==> src/rtl/wdt_keyed.sv <==
module wdt_keyed #(
  parameter int CNT_W = 8,
  parameter int PRE_W = 3,
  parameter int PRE_BASE = 5,
  parameter logic [7:0] KEY_A = 8'hA5,
  parameter logic [7:0] KEY_B = 8'h5A
) (
  input  logic       clk,
  input  logic       rst_n,
  input  logic       wclk_en,
  input  logic       reg_wr,
  input  logic [1:0] reg_addr,
  input  logic [7:0] reg_wdata,
  output logic [7:0] reg_rdata,
  output logic       reset_req,
  output logic       ovf_flag
);
  localparam int PS_W = PRE_BASE + (1 << PRE_W) - 1;
  localparam int SH_W = PRE_W + 2;
  localparam logic [1:0] A_CTRL = 2'd0, A_LOAD = 2'd1, A_KEY1 = 2'd2, A_KEY2 = 2'd3;

  logic             run_q, mode_q, ovf_q;
  logic [PRE_W-1:0] pre_q;
  logic [CNT_W-1:0] load_q;
  logic [SH_W-1:0]  shadow_q;
  logic [CNT_W:0]   cnt_q;
  logic [PS_W-1:0]  ps_q;
  logic             armed_q, pend_q;

  wire wr_ctrl = reg_wr && reg_addr == A_CTRL;
  wire wr_load = reg_wr && reg_addr == A_LOAD;
  wire wr_k1   = reg_wr && reg_addr == A_KEY1;
  wire wr_k2   = reg_wr && reg_addr == A_KEY2;
  wire key1_ok = wr_k1 && reg_wdata == KEY_A && !armed_q;
  wire key2_ok = wr_k2 && reg_wdata == KEY_B && armed_q;
  wire fault   = reg_wr && !key1_ok && !key2_ok && (armed_q || pend_q || wr_k1 || wr_k2);

  wire             sh_run  = shadow_q[0];
  wire             sh_mode = shadow_q[1];
  wire [PRE_W-1:0] sh_pre  = shadow_q[SH_W-1:2];
  wire [PS_W-1:0]  ps_top  = {PS_W{1'b1}} >> (PS_W - PRE_BASE - int'(sh_pre));
  wire tick   = wclk_en && sh_run;
  wire expire = tick && cnt_q[CNT_W];
  wire bite   = fault || (expire && sh_mode);

  always_ff @(posedge clk) begin
    if (!rst_n) begin
      {run_q, mode_q, ovf_q, pre_q} <= '0;
      load_q    <= '0;
      shadow_q  <= '0;
      cnt_q     <= '0;
      ps_q      <= '0;
      armed_q   <= 1'b0;
      pend_q    <= 1'b0;
      reset_req <= 1'b0;
    end else begin
      reset_req <= bite;

      if (wr_ctrl) begin
        run_q  <= reg_wdata[0];
        mode_q <= reg_wdata[1];
        pre_q  <= reg_wdata[SH_W-1:2];
        ovf_q  <= ovf_q & reg_wdata[7];
      end
      if (expire && !sh_mode) ovf_q <= 1'b1;
      if (wr_load) load_q <= reg_wdata[CNT_W-1:0];

      if (bite) begin
        armed_q <= 1'b0;
        pend_q  <= 1'b0;
      end else if (reg_wr) begin
        armed_q <= key1_ok;
        pend_q  <= wr_ctrl && (mode_q || reg_wdata[1]);
      end

      if (bite) shadow_q <= '0;
      else if (key2_ok || !mode_q) shadow_q <= {pre_q, mode_q, run_q};

      if (bite) begin
        cnt_q <= '0;
        ps_q  <= '0;
      end else if (key2_ok || expire) begin
        cnt_q <= {1'b0, load_q};
        ps_q  <= '0;
      end else if (tick) begin
        if (ps_q >= ps_top) begin
          ps_q  <= '0;
          cnt_q <= cnt_q - 1'b1;
        end else begin
          ps_q <= ps_q + 1'b1;
        end
      end
    end
  end

  always_comb begin
    reg_rdata = '0;
    case (reg_addr)
      A_CTRL: begin
        reg_rdata[SH_W-1:0] = {pre_q, mode_q, run_q};
        reg_rdata[7]        = ovf_q;
      end
      A_LOAD:  reg_rdata[CNT_W-1:0] = load_q;
      A_KEY1:  reg_rdata[CNT_W-1:0] = cnt_q[CNT_W-1:0];
      default: reg_rdata[SH_W-1:0]  = shadow_q;
    endcase
  end

  assign ovf_flag = ovf_q;
endmodule


==> config.mk <==
export PLATFORM = sky130hd
export DESIGN_NAME = wdt_keyed
export DESIGN_NICKNAME = d
export VERILOG_FILES = /design/src/rtl/wdt_keyed.sv
export SDC_FILE = /design/constraint.sdc
export NUM_CORES = 1
export LEC_CHECK = 0
export BUFFER_PORTS_ARGS = -buffer_cell sky130_fd_sc_hd__buf_2
export CAP_MARGIN = 20
export CORE_MARGIN = 2
export CORE_UTILIZATION = 50
export DETAILED_ROUTE_END_ITERATION = 8
export PLACE_DENSITY = 0.72
export SLEW_MARGIN = 20
export SYNTH_ARGS = -nofsm -noshare
export SYNTH_HDL_FRONTEND = slang
export SYNTH_SLANG_ARGS = --single-unit
==> constraint.sdc <==
create_clock -name clk -period 1.9 [get_ports clk]
set_input_delay 0 -clock clk [delete_from_list [all_inputs] [get_ports clk]]
set_output_delay 0 -clock clk [all_outputs]
set_load 0.02 [all_outputs]
==> impl_metrics.sql <==
INSERT INTO impl_metrics (metric_group, metric, value, unit) VALUES
('die', 'full_die_area', '5440', 'µm²'),
('synth', 'synth-seq-cells', '43', ''),
('worst_hold_path', 'hold_path_end', 'load_q[6]', ''),
('clocking', 'clock_latency', '0.30', 'ns'),
('layout', 'num-nets-final', '373', ''),
('detailed_routing', 'routed-via-count', '2250', ''),
('timing', 'finalCriticalPeriod', '2.03', 'ns'),
('detailed_routing', 'first_pass_iters', '5', ''),
('critical_path', 'timing.critical_path.to_type', 'register', ''),
('critical_path', 'crit_path_start_kind', 'register', ''),
('synth', 'syn_area', '2430', 'µm²'),
('worst_hold_path', 'timing.hold.worst.start', 'reg_wr', ''),
('die', 'die_height', '73.7', 'µm'),
('critical_path', 'worstPathArrival', '2.24', 'ns'),
('global_routing', 'grt_max_degree', '17', ''),
('synth', 'ys_top_cells_by_area', 'sky130_fd_sc_hd__dfxtp_1 (35%), sky130_fd_sc_hd__ha_1 (7.2%), sky130_fd_sc_hd__nand2_1 (4.9%)', ''),
('detailed_routing', 'drt.antenna.violating_nets', '0', ''),
('timing', 'final.period_utilization', '1.07', ''),
('placement', 'placed_cell_area', '2810', 'µm²'),
('die', 'placementRows', '25', ''),
('critical_path', 'r2r-end', 'cnt_q[0]', ''),
('synth', 'synth_enable_flop_cells', '0', ''),
('timing', 'finalClockSkew', '0.0106', 'ns'),
('detailed_routing', 'drc', '0', ''),
('synth', 'synth_top_family_by_area', 'simple AND/OR/NAND/NOR gates', ''),
('clocking', 'cts.htree.levels', '2', ''),
('layout', 'final_instance_area', '3090', 'µm²'),
('run', 'drv_cap', '0', ''),
('clocking', 'numCtsBuffers', '5', ''),
('clocking', 'tritoncts', 'built', ''),
('global_routing', 'grt.overflow.total', '0', ''),
('synth', 'ys_seq_area_frac', '0.354', ''),
('power_and_ir_drop', 'power.share.sequential', '0.542', ''),
('power_and_ir_drop', 'power_per_cell_area', '549', 'nW/µm²'),
('worst_hold_path', 'worstHoldPathCells', '3', ''),
('timing', 'final-max-slew-violation-count', '0', ''),
('synth', 'avgSynthCellArea', '8.42', 'µm²'),
('synth', 'synth-main-ff-cell', 'sky130_fd_sc_hd__dfxtp_1', ''),
('power_and_ir_drop', 'lkg_pwr', '1.17', 'nW'),
('critical_path', 'worstRegToRegCells', '10', ''),
('detailed_routing', 'total_wire_length', '6210', 'µm'),
('power_and_ir_drop', 'combinationalPowerShare', '0.100', ''),
('die', 'core_region_area', '4690', 'µm²'),
('timing', 'least_setup_slack_across_all_paths_after_layout', '-0.131', 'ns'),
('synth', 'synth.most_common_cell', 'sky130_fd_sc_hd__dfxtp_1', ''),
('synth', 'synth_common_cells', 'sky130_fd_sc_hd__dfxtp_1 (43), sky130_fd_sc_hd__nand2_1 (32), sky130_fd_sc_hd__nor2_1 (28)', ''),
('synth', 'yosysTopAreaCellShare', '0.354', ''),
('critical_path', 'critical_path_required', '2.11', 'ns'),
('status', 'outcome', 'finished, violations left', ''),
('critical_path', 'cpMaxStageDelayCell', 'sky130_fd_sc_hd__dfxtp_4', ''),
('timing', 'max_clock_freq', '492', 'MHz'),
('timing', 'slew-limit-headroom', '0.696', ''),
('power_and_ir_drop', 'power_report.internal_total', '0.00124', 'W'),
('global_routing', 'vias_in_the_first_global_route', '2286', ''),
('worst_hold_path', 'hp-class', 'input port to register', ''),
('layout', 'syn_to_final_growth', '27.1', '%'),
('status', 'failing_checks', 'setup timing', ''),
('clocking', 'clk_path_buf_depth', '2', ''),
('timing', 'setup_viol', '17', ''),
('critical_path', 'critPathMaxFanout', '7', ''),
('synth', 'muxShareOfSynthArea', '0.0206', ''),
('synth', 'synthSimpleGateAreaFrac', '0.270', ''),
('timing', 'whs', '0.00760', 'ns'),
('synth', 'synth.distinct_cells', '48', ''),
('synth', 'synth_fa_ha_area_frac', '0.0720', ''),
('layout', 'final_antenna_diode_count', '0', ''),
('global_routing', 'tot_gr_track_use', '0.251', ''),
('synth', 'parity_gate_share_of_the_synthesized_area_counting_xor_and_xnor_cells', '0.0540', ''),
('placement', 'port_buffers', '23', ''),
('synth', 'netlist_instances', '289', ''),
('power_and_ir_drop', 'sw_power', '0.000454', 'W');
-- routing by layer --
layer  routed length (µm)  vias to the layer above  global-route usage  part of all wire
met5                    0                        -                   0                 0
li1                     -                     1142                   -                 -
met2                 3030                       44               0.434              0.49
met1                 2810                     1054               0.304              0.45
met4                  154                        0               0.105             0.025
met3                  216                       10              0.0453             0.035
-- flip-flops by register name, summed over array words and instances, names as in the netlist --
register,count
armed_q,1
cnt_q,9
load_q,8
mode_q,1
ovf_flag,1
pend_q,1
pre_q,3
ps_q,12
reset_req,1
run_q,1
shadow_q,5
-- cell families after synthesis --
| logic type | count (synthesis) |
|---|---|
| buf+inv | 24 |
| fa+ha+maj | 14 |
| simple gates | 125 |
| xor+xnor | 15 |
| compound gates | 63 |
| mux | 5 |
| flops | 43 |
-- stage by stage --
step	util	std cells	power, W	setup slack [ns]	setup TNS, ns
CTS	0.655	399	0.00171	-0.0570	-0.230
global route	0.659	400	0.00176	-0.222	-2.97
finish	0.659	400	0.00170	-0.131	-1.32
global placement	0.599	381	0.00110	-0.116	-1.13
floorplan	-	289	0.00103	0.00762	0
detailed placement	0.599	381	0.00110	-0.178	-2.24
-- worst max path at each step --
stage	startpoint	to	slack [ns]	depth (start not counted)
3_3_place_gp	shadow_q[4]	ps_q[8]	-0.12	8
3_5_place_dp	shadow_q[4]	ps_q[5]	-0.18	8
5_1_grt	shadow_q[3]	cnt_q[4]	-0.22	9
2_1_floorplan	shadow_q[3]	cnt_q[4]	0.008	8
6_report	shadow_q[4]	cnt_q[0]	-0.13	10
4_1_cts	shadow_q[3]	cnt_q[4]	-0.06	9
-- critical path, delay by kind of cell, from the launching register on --
family | cells | cell delay, ns
and+or+nand+nor | 5 | 0.67
AOI/OAI and AO/OA | 2 | 0.29
adders and majority gates | 1 | 0.29
DFF | 1 | 0.40
buffers and inverters | 2 | 0.28
-- cells in the final DEF (no fill, tap or decap), types with 3 or more instances in the layout --
cell type                       synthesis  layout
sky130_fd_sc_hd__dfxtp_1               43      40
sky130_fd_sc_hd__nand2_1               32      31
sky130_fd_sc_hd__buf_4                  0      31
sky130_fd_sc_hd__nor2_1                28      24
sky130_fd_sc_hd__buf_2                  3      23
sky130_fd_sc_hd__nand3_1               19      18
sky130_fd_sc_hd__a21oi_1               20      16
sky130_fd_sc_hd__a21boi_0              14      14
sky130_fd_sc_hd__ha_1                  14      13
sky130_fd_sc_hd__inv_1                 11      11
sky130_fd_sc_hd__nor2_2                 8      11
sky130_fd_sc_hd__xor2_1                 8       8
sky130_fd_sc_hd__nand4_1                7       7
sky130_fd_sc_hd__xnor2_1                7       7
sky130_fd_sc_hd__a222oi_1               6       6
sky130_fd_sc_hd__mux2i_1                5       5
sky130_fd_sc_hd__a211oi_1               6       5
sky130_fd_sc_hd__clkbuf_8               0       5
sky130_fd_sc_hd__dlygate4sd3_1          0       5
sky130_fd_sc_hd__a21oi_2                1       4
sky130_fd_sc_hd__o21ai_0                5       4
sky130_fd_sc_hd__nor3_1                 5       4
sky130_fd_sc_hd__nor2b_1                4       3
sky130_fd_sc_hd__nand2b_1               3       3
sky130_fd_sc_hd__and2_1                 4       3
sky130_fd_sc_hd__buf_6                  1       3
sky130_fd_sc_hd__dfxtp_4                0       3
-- area by class of cell --
| class | count | area [µm²] |
|---|---|---|
| clock buffer | 5 | 68.8 |
| clock inverter | 3 | 23.8 |
| fill | 385 | 1600 |
| inverter | 11 | 41.3 |
| multi-input combinational | 222 | 1590 |
| sequential | 43 | 872 |
| tap | 54 | 67.6 |
| timing repair buffer | 62 | 432 |
-- timing repair --
item	in CTS	in global routing
pin swaps	13	4
buffers inserted	5	1
hold endpoints to repair	6	0
hold buffers	5	0
endpoints found under the setup margin	20	21
gates resized for setup	20	3
cloned	0	0
-- power groups by stage --
stage | clock (W) | combinational [W] | sequential (W)
after floorplan | 0 | 0.0000925 | 0.000942
after global placement | 0 | 0.000155 | 0.000944
after detailed placement | 0 | 0.000158 | 0.000944
after CTS | 0.000623 | 0.000169 | 0.000920
after global routing | 0.000657 | 0.000187 | 0.000922
final | 0.000608 | 0.000170 | 0.000920
(Power assumes the default switching activity.)
